## src/rtl/xcall_pkg.sv

```systemverilog
package xcall_pkg;

    localparam int BYTE_W  = 8;
    localparam int SHORT_W = 16;
    localparam int ADDR_W  = SHORT_W + BYTE_W;
    localparam int MAX_WR  = 4;
    localparam int SLOT_W  = $clog2(MAX_WR);
    localparam int CNT_W   = $clog2(MAX_WR + 1);
    localparam logic [BYTE_W-1:0] MODE16_MARK = 8'h02;

    typedef logic [BYTE_W-1:0]  byte_t;
    typedef logic [SHORT_W-1:0] sptr_t;
    typedef logic [ADDR_W-1:0]  addr_t;

    typedef enum logic [1:0] {ST_IDLE, ST_PUSH, ST_DONE} st_e;

    typedef enum logic [1:0] {
        FLAV_SKIP,
        FLAV_SHORT,
        FLAV_LONG,
        FLAV_SHORT_MARK
    } flav_e;

    typedef struct packed {
        logic  cond;
        logic  wide;
        logic  sfx;
        byte_t lo;
        byte_t mid;
        byte_t hi;
        addr_t nxt;
        byte_t base;
        sptr_t ssp;
        addr_t lsp;
    } req_t;

    typedef struct packed {
        addr_t addr;
        byte_t data;
        logic  on_short;
    } slot_t;

    typedef struct packed {
        logic  wide;
        addr_t pc;
        sptr_t ssp;
        addr_t lsp;
    } arch_t;

    // Which push sequence a request needs; the suffix only matters in 16-bit mode.
    function automatic flav_e pick_flavor(req_t r);
        if (!r.cond)     return FLAV_SKIP;
        else if (r.wide) return FLAV_LONG;
        else if (r.sfx)  return FLAV_SHORT_MARK;
        else             return FLAV_SHORT;
    endfunction

    // A 16-bit-mode pointer placed into the 24-bit space behind the base page.
    function automatic addr_t paged(byte_t base, sptr_t ptr);
        return {base, ptr};
    endfunction

    function automatic byte_t byte_at(addr_t v, int k);
        return v[k*BYTE_W +: BYTE_W];
    endfunction

endpackage

```

## src/rtl/xcall_planner.sv

```systemverilog
module xcall_planner
    import xcall_pkg::*;
(
    input  req_t              req,
    output slot_t             slots [MAX_WR],
    output logic [CNT_W-1:0]  n_wr,
    output arch_t             fin
);

    flav_e flav;

    always_comb begin
        flav = pick_flavor(req);
        for (int k = 0; k < MAX_WR; k++) begin
            slots[k] = '0;
        end
        n_wr     = '0;
        fin.wide = req.wide;
        fin.pc   = req.wide ? req.nxt : paged(req.base, req.nxt[SHORT_W-1:0]);
        fin.ssp  = req.ssp;
        fin.lsp  = req.lsp;

        case (flav)
            FLAV_SHORT, FLAV_SHORT_MARK: begin
                // two bytes of the return address, high byte first, downward
                for (int k = 0; k < 2; k++) begin
                    slots[k].addr     = paged(req.base, req.ssp - sptr_t'(k + 1));
                    slots[k].data     = byte_at(req.nxt, 1 - k);
                    slots[k].on_short = 1'b1;
                end
                n_wr    = CNT_W'(2);
                fin.ssp = req.ssp - sptr_t'(2);
                fin.pc  = {req.base, req.mid, req.lo};
                if (flav == FLAV_SHORT_MARK) begin
                    slots[2].addr     = req.lsp - addr_t'(1);
                    slots[2].data     = MODE16_MARK;
                    slots[2].on_short = 1'b0;
                    n_wr              = CNT_W'(3);
                    fin.lsp           = req.lsp - addr_t'(1);
                end
            end
            FLAV_LONG: begin
                for (int k = 0; k < 3; k++) begin
                    slots[k].addr     = req.lsp - addr_t'(k + 1);
                    slots[k].data     = byte_at(req.nxt, 2 - k);
                    slots[k].on_short = 1'b0;
                end
                n_wr    = CNT_W'(3);
                fin.lsp = req.lsp - addr_t'(3);
                fin.pc  = {req.hi, req.mid, req.lo};
            end
            default: ;
        endcase
    end

endmodule

```

## src/rtl/xcall_ctrl.sv

```systemverilog
module xcall_ctrl
    import xcall_pkg::*;
(
    input  logic              clk,
    input  logic              rst,
    input  logic              start,
    input  logic [CNT_W-1:0]  n_wr,
    output st_e               state,
    output logic [SLOT_W-1:0] idx,
    output logic              accept,
    output logic              load_res
);

    logic [CNT_W-1:0] last_idx;
    logic             at_last;

    assign last_idx = n_wr - CNT_W'(1);
    assign at_last  = (CNT_W'(idx) == last_idx);
    assign accept   = (state == ST_IDLE) && start;
    assign load_res = (accept && (n_wr == '0)) || ((state == ST_PUSH) && at_last);

    always_ff @(posedge clk) begin
        if (rst) begin
            state <= ST_IDLE;
            idx   <= '0;
        end else begin
            case (state)
                ST_IDLE: begin
                    idx <= '0;
                    if (start) state <= (n_wr == '0) ? ST_DONE : ST_PUSH;
                end
                ST_PUSH: begin
                    if (at_last) begin
                        state <= ST_DONE;
                        idx   <= '0;
                    end else begin
                        idx <= idx + SLOT_W'(1);
                    end
                end
                default: begin
                    state <= ST_IDLE;
                    idx   <= '0;
                end
            endcase
        end
    end

    // the slot index never runs past the planned write count
    a_r7_idx_in_range: assert property (@(posedge clk) disable iff (rst)
        (state == ST_PUSH) |-> (CNT_W'(idx) < n_wr));

    // the done state lasts a single cycle
    a_r7_done_once: assert property (@(posedge clk) disable iff (rst)
        (state == ST_DONE) |=> (state == ST_IDLE));

endmodule

```

## src/rtl/xcall_result.sv

```systemverilog
module xcall_result
    import xcall_pkg::*;
(
    input  logic  clk,
    input  logic  rst,
    input  logic  load,
    input  arch_t fin,
    output arch_t res
);

    // cleared on reset
    always_ff @(posedge clk) begin
        if (rst)       res <= '0;
        else if (load) res <= fin;
    end

endmodule

```

## src/rtl/xcall_seq.sv

```systemverilog
module xcall_seq
    import xcall_pkg::*;
(
    input  logic              clk,
    input  logic              rst,
    input  logic              start,
    input  logic              cond_true,
    input  logic              wide_mode,
    input  logic              short_sfx,
    input  logic [BYTE_W-1:0] tgt_lo,
    input  logic [BYTE_W-1:0] tgt_mid,
    input  logic [BYTE_W-1:0] tgt_hi,
    input  logic [ADDR_W-1:0] next_pc,
    input  logic [BYTE_W-1:0] page_base,
    input  logic [SHORT_W-1:0] ssp_in,
    input  logic [ADDR_W-1:0] lsp_in,
    output logic              wr_en,
    output logic [ADDR_W-1:0] wr_addr,
    output logic [BYTE_W-1:0] wr_data,
    output logic              done,
    output logic [ADDR_W-1:0] pc_out,
    output logic [SHORT_W-1:0] ssp_out,
    output logic [ADDR_W-1:0] lsp_out,
    output logic              wide_out
);

    req_t              req_in, req_q, req_cur;
    slot_t             slots [MAX_WR];
    slot_t             cur;
    logic [CNT_W-1:0]  n_wr;
    arch_t             fin, res;
    st_e               state;
    logic [SLOT_W-1:0] idx;
    logic              accept, load_res;

    assign req_in = '{cond: cond_true, wide: wide_mode, sfx: short_sfx,
                      lo: tgt_lo, mid: tgt_mid, hi: tgt_hi, nxt: next_pc,
                      base: page_base, ssp: ssp_in, lsp: lsp_in};

    // request frozen once accepted
    always_ff @(posedge clk) begin
        if (rst)         req_q <= '0;
        else if (accept) req_q <= req_in;
    end

    // The planner sees the live inputs while idle so an empty plan can finish at once.
    assign req_cur = (state == ST_IDLE) ? req_in : req_q;

    xcall_planner u_plan (
        .req   (req_cur),
        .slots (slots),
        .n_wr  (n_wr),
        .fin   (fin)
    );

    xcall_ctrl u_ctrl (
        .clk      (clk),
        .rst      (rst),
        .start    (start),
        .n_wr     (n_wr),
        .state    (state),
        .idx      (idx),
        .accept   (accept),
        .load_res (load_res)
    );

    xcall_result u_res (
        .clk  (clk),
        .rst  (rst),
        .load (load_res),
        .fin  (fin),
        .res  (res)
    );

    assign cur      = slots[idx];
    assign wr_en    = (state == ST_PUSH);
    assign wr_addr  = wr_en ? cur.addr : '0;
    assign wr_data  = wr_en ? cur.data : '0;
    assign done     = (state == ST_DONE);
    assign pc_out   = res.pc;
    assign ssp_out  = res.ssp;
    assign lsp_out  = res.lsp;
    assign wide_out = res.wide;

    // a false condition never produces write cycles
    a_r1_push_needs_cond: assert property (@(posedge clk) disable iff (rst)
        wr_en |-> req_q.cond);

    // done is a one-cycle pulse
    a_r7_done_pulse: assert property (@(posedge clk) disable iff (rst)
        done |=> !done);

    // a busy sequencer keeps its captured request
    a_r8_hold_request: assert property (@(posedge clk) disable iff (rst)
        (state != ST_IDLE) |=> $stable(req_q));

    // short-stack writes stay in the base page
    a_r2_short_page: assert property (@(posedge clk) disable iff (rst)
        (wr_en && cur.on_short) |-> (wr_addr[ADDR_W-1:SHORT_W] == req_q.base));

    // the reported mode is the mode of the accepted call
    a_r6_mode_kept: assert property (@(posedge clk) disable iff (rst)
        done |-> (wide_out == req_q.wide));

endmodule

```

## config.mk

```make
export PLATFORM = sky130hd
export DESIGN_NAME = xcall_seq
export DESIGN_NICKNAME = d
export VERILOG_FILES = /design/src/rtl/xcall_pkg.sv /design/src/rtl/xcall_planner.sv /design/src/rtl/xcall_ctrl.sv /design/src/rtl/xcall_result.sv /design/src/rtl/xcall_seq.sv
export SDC_FILE = /design/constraint.sdc
export NUM_CORES = 1
export LEC_CHECK = 0
export BUFFER_PORTS_ARGS = -buffer_cell sky130_fd_sc_hd__clkbuf_2
export CORE_MARGIN = 2
export CORE_UTILIZATION = 23
export CTS_CLUSTER_SIZE = 14
export DETAILED_ROUTE_END_ITERATION = 10
export GPL_TIMING_DRIVEN = 0
export PLACE_DENSITY = 0.39
export SLEW_MARGIN = 20
export SYNTH_ARGS = -nofsm -noshare
export SYNTH_HDL_FRONTEND = slang
export SYNTH_SLANG_ARGS = --single-unit
```

## constraint.sdc

```tcl
create_clock -name clk -period 4.51 [get_ports clk]
set_input_delay 0.2255 -clock clk [delete_from_list [all_inputs] [get_ports clk]]
set_output_delay 0.2255 -clock clk [all_outputs]
set_load 0.005 [all_outputs]
```

==> summary.txt <==
GRT
  – Global-route wire length before repair: 104000 µm
  – Largest net degree at the start of global routing: 17
  – Vias in the first global route: 13717
  – Antenna violations before repair: 1
  – Total Routing Usage GR: 27.8%
  – Grt total ovfl: 0

Critical path
  – Largest stage delay, worst path: 0.45 ns
  – Startpoint types: flip-flop
  – CP Class: flip-flop to output port
  – CP Max Fanout: 10
  – Worst path cell trace: or2_0 > clkbuf_2 > buf_4 > buf_2 > o21ai_1 > nand2_4 > inv_1 > buf_2 > a22oi_1 > o22ai_1 > mux2i_1 > o32ai_2 > clkbuf_2
  – CP arrival: 4.23 ns
  – Req. time, crit path: 4.28 ns
  – CP max stage cell: o32ai_2
  – Setup crit end kind: output port

Cells and area
  – Storage cell area: 0.00337 mm²
  – Finished Layout Cells: 2620
  – Leading cell types in the layout, fill and taps excluded: nand2_1, clkbuf_2, a21oi_1
  – Commonest non-fill, non-tap cell in the layout: nand2_1
  – Fill count: 5588
  – Antenna cells: 0
  – P&R area growth vs syn: 32.7%
  – Nets: 2046
  – Final instance area: 0.0155 mm²
  – Area of the multi-input gates: 0.00805 mm²
  – Fraction of layout cells with a size suffix above 1: 18.3%

Routing
  – DRT Pass-1 Iters: 7
  – WL final: 73400 µm
  – Vias: 14154
  – Avg Vias per Cell: 5.40
  – Post-route ant nets: 0
  – Drt first-iter violations: 1350
  – WL per Instance: 28.0 µm
  – Residual DRC count: 0

Yosys
  – Distinct cell type count after synthesis: 84
  – Yosys reg bits: 168
  – Mapped Cells: 1620
  – Largest cells by area after synthesis: dfxtp_1, nand2_1, a21oi_1, mux2i_1, a211oi_1
  – Post-synthesis adder-cell area fraction: 0.857%
  – Seq/Total Area, Yosys: 28.8%
  – Compound-gate portion of the synthesized area: 26.0%
  – Asr flop ratio synth: 0%
  – Syn Std Cell Area: 0.0117 mm²
  – Synth Flop Type: dfxtp_1
  – Post-synthesis xor/xnor area fraction: 4.58%
  – Syn_nets: 1730
  – Synth top area share: 28.8%
  – Simple-Gate Fraction of Synth Area: 27.2%
  – Leading area contributor after synthesis: dfxtp_1
  – Synth warnings: 0
  – Post-synth EDFFs: 0
  – Mux share of post-synthesis cell area: 7.53%
  – Largest family of logic cells by synthesized area: simple AND/OR/NAND/NOR gates
  – Avg Cell Area, Syn: 7.21 µm²

Clocking
  – Clk Latency, worst-skew pair: 0.52 ns
  – Total CTS buffers: 17
  – Clock transition at path regs: 0.07 ns
  – Clk root buf: clkbuf_16
  – Total clock sinks: 168
  – CTS tree: yes
  – Htree depth: 4
  – Clock Tree Buf Depth: 2

Timing
  – Unrepaired setup endpoints after global routing: true
  – Fmax: 0.224 GHz
  – Slew headroom: 22.9%
  – Setup Viol. Count Final: 0
  – Time the worst path needs with I/O delays and setup: 4.46 ns
  – Final worst slack: 0.0516 ns
  – Worst Max-Slew Pin Slew: 1.12 ns
  – Final clock skew: 0.0188 ns
  – Period utilization: 98.9%
  – Final count of pins violating max slew: 0
  – Final Hold Viols: 0

Die
  – Rows: 82
  – Starting Density: 23.3%
  – Core area: 0.0502 mm²
  – Die Width: 229 µm
  – Die area: 0.0526 mm²
  – I/O Pins: 201
  – Chip height: 229 µm

Placed design
  – Placed inst area: 0.0135 mm²
  – Placer Congestion: 0.968
  – PortBufs: 198
  – Dpl ws: -2.20 ns
  – Placed wire-length estimate: 57300 µm
  – Placed Cells: 2491

Power
  – Static leakage: 5.90 nW
  – Pwr/cell area: 317 mW/mm²
  – VDD IR-drop max: 270 µV
  – Pwr Total: 4.91 mW

Run status
  – Status: completed

Flow run
  – MaxCap Viol Count: 0

Hold path
  – Hold Crit Class: input pin to flip-flop
==> metrics by stage <==
stage	util [%]	hold WS, ns	TNS (ns)
final	30.9	0.0321	0
after global routing	30.9	0.0337	-0.0118
after CTS	30.7	0.00163	0
after detailed placement	27.0	0.447	-35.07
after global placement	26.9	0.441	-40.94
after floorplan	-	0.361	0
==> power by group <==
group,switching (mW),internal [mW]
sequential,0.0841,1.59
combinational,1.16,0.554
clock,0.762,0.772
==> cells by family after synthesis <==
family	count (synthesis)
muxes	86
adders and majority gates	8
and+or+nand+nor	682
DFF	168
buffers and inverters	147
xor gates and xnor gates	61
AOI/OAI and AO/OA	468
==> layer usage <==
layer,up-vias,GRT usage [%],share of wire [%]
met5,-,0,0.022
met4,2,13.8,4.8
met3,111,5.33,6.4
met2,593,44.1,45
met1,6960,36.1,43
li1,6488,-,-
==> cell usage after synthesis, drive strengths merged (12+ instances only) <==
cell type	count
a211oi	72
a21oi	193
a22oi	16
a31oi	23
buf	34
clkbuf	99
dfxtp	168
inv	14
mux2i	80
nand2	328
nand3	36
nand4	15
nor2	138
nor2b	28
nor3	52
nor4	25
o211ai	12
o21ai	44
o31ai	12
or4	13
xnor2	34
xor2	27
==> registers in the layout, summed over array words and instances, names as in the netlist <==
name and cells:
req_q 99, u_ctrl.idx 2, u_ctrl.state 2, u_res.res 65
==> path summary, 6_finish.rpt <==
check | start | to | slack, ns | depth (start not counted)
worst max-delay path | u_ctrl.state[1] | wr_addr[4] | 0.05 | 13
worst min-delay path | lsp_in[12] | req_q[12] | 0.03 | 3
worst max register to register | u_ctrl.state[1] | u_res.res[38] | 0.49 | 10
worst min register to register | u_res.res[6] | u_res.res[6] | 0.46 | 2
==> worst max-delay path, delay by kind of cell (launching register included) <==
kind,cells,cell delay (ns)
muxes,1,0.15
buffers and inverters,6,1.49
DFF,1,0.35
AOI/OAI and AO/OA,4,1.25
and+or+nand+nor,2,0.44
==> final cells by class <==
type | instances | share of cell area (%)
Clock buffer | 18 | 2.77
Inverter | 14 | 0.339
Sequential cell | 168 | 21.7
Timing Repair Buffer | 299 | 12.6
Tap cell | 672 | 5.43
Buffer | 131 | 4.22
Clock inverter | 13 | 0.888
Multi-Input combinational cell | 1305 | 52.0
==> what timing repair did <==
action | CTS | global route
gates resized for setup | 76 | 22
hold endpoints to repair | 85 | 0
setup endpoints to repair | 49 | 19
hold buffers | 85 | 0
buffers inserted | 13 | 2
pin swaps | 3 | 6
No activity file was read; power rests on OpenSTA's default activity.
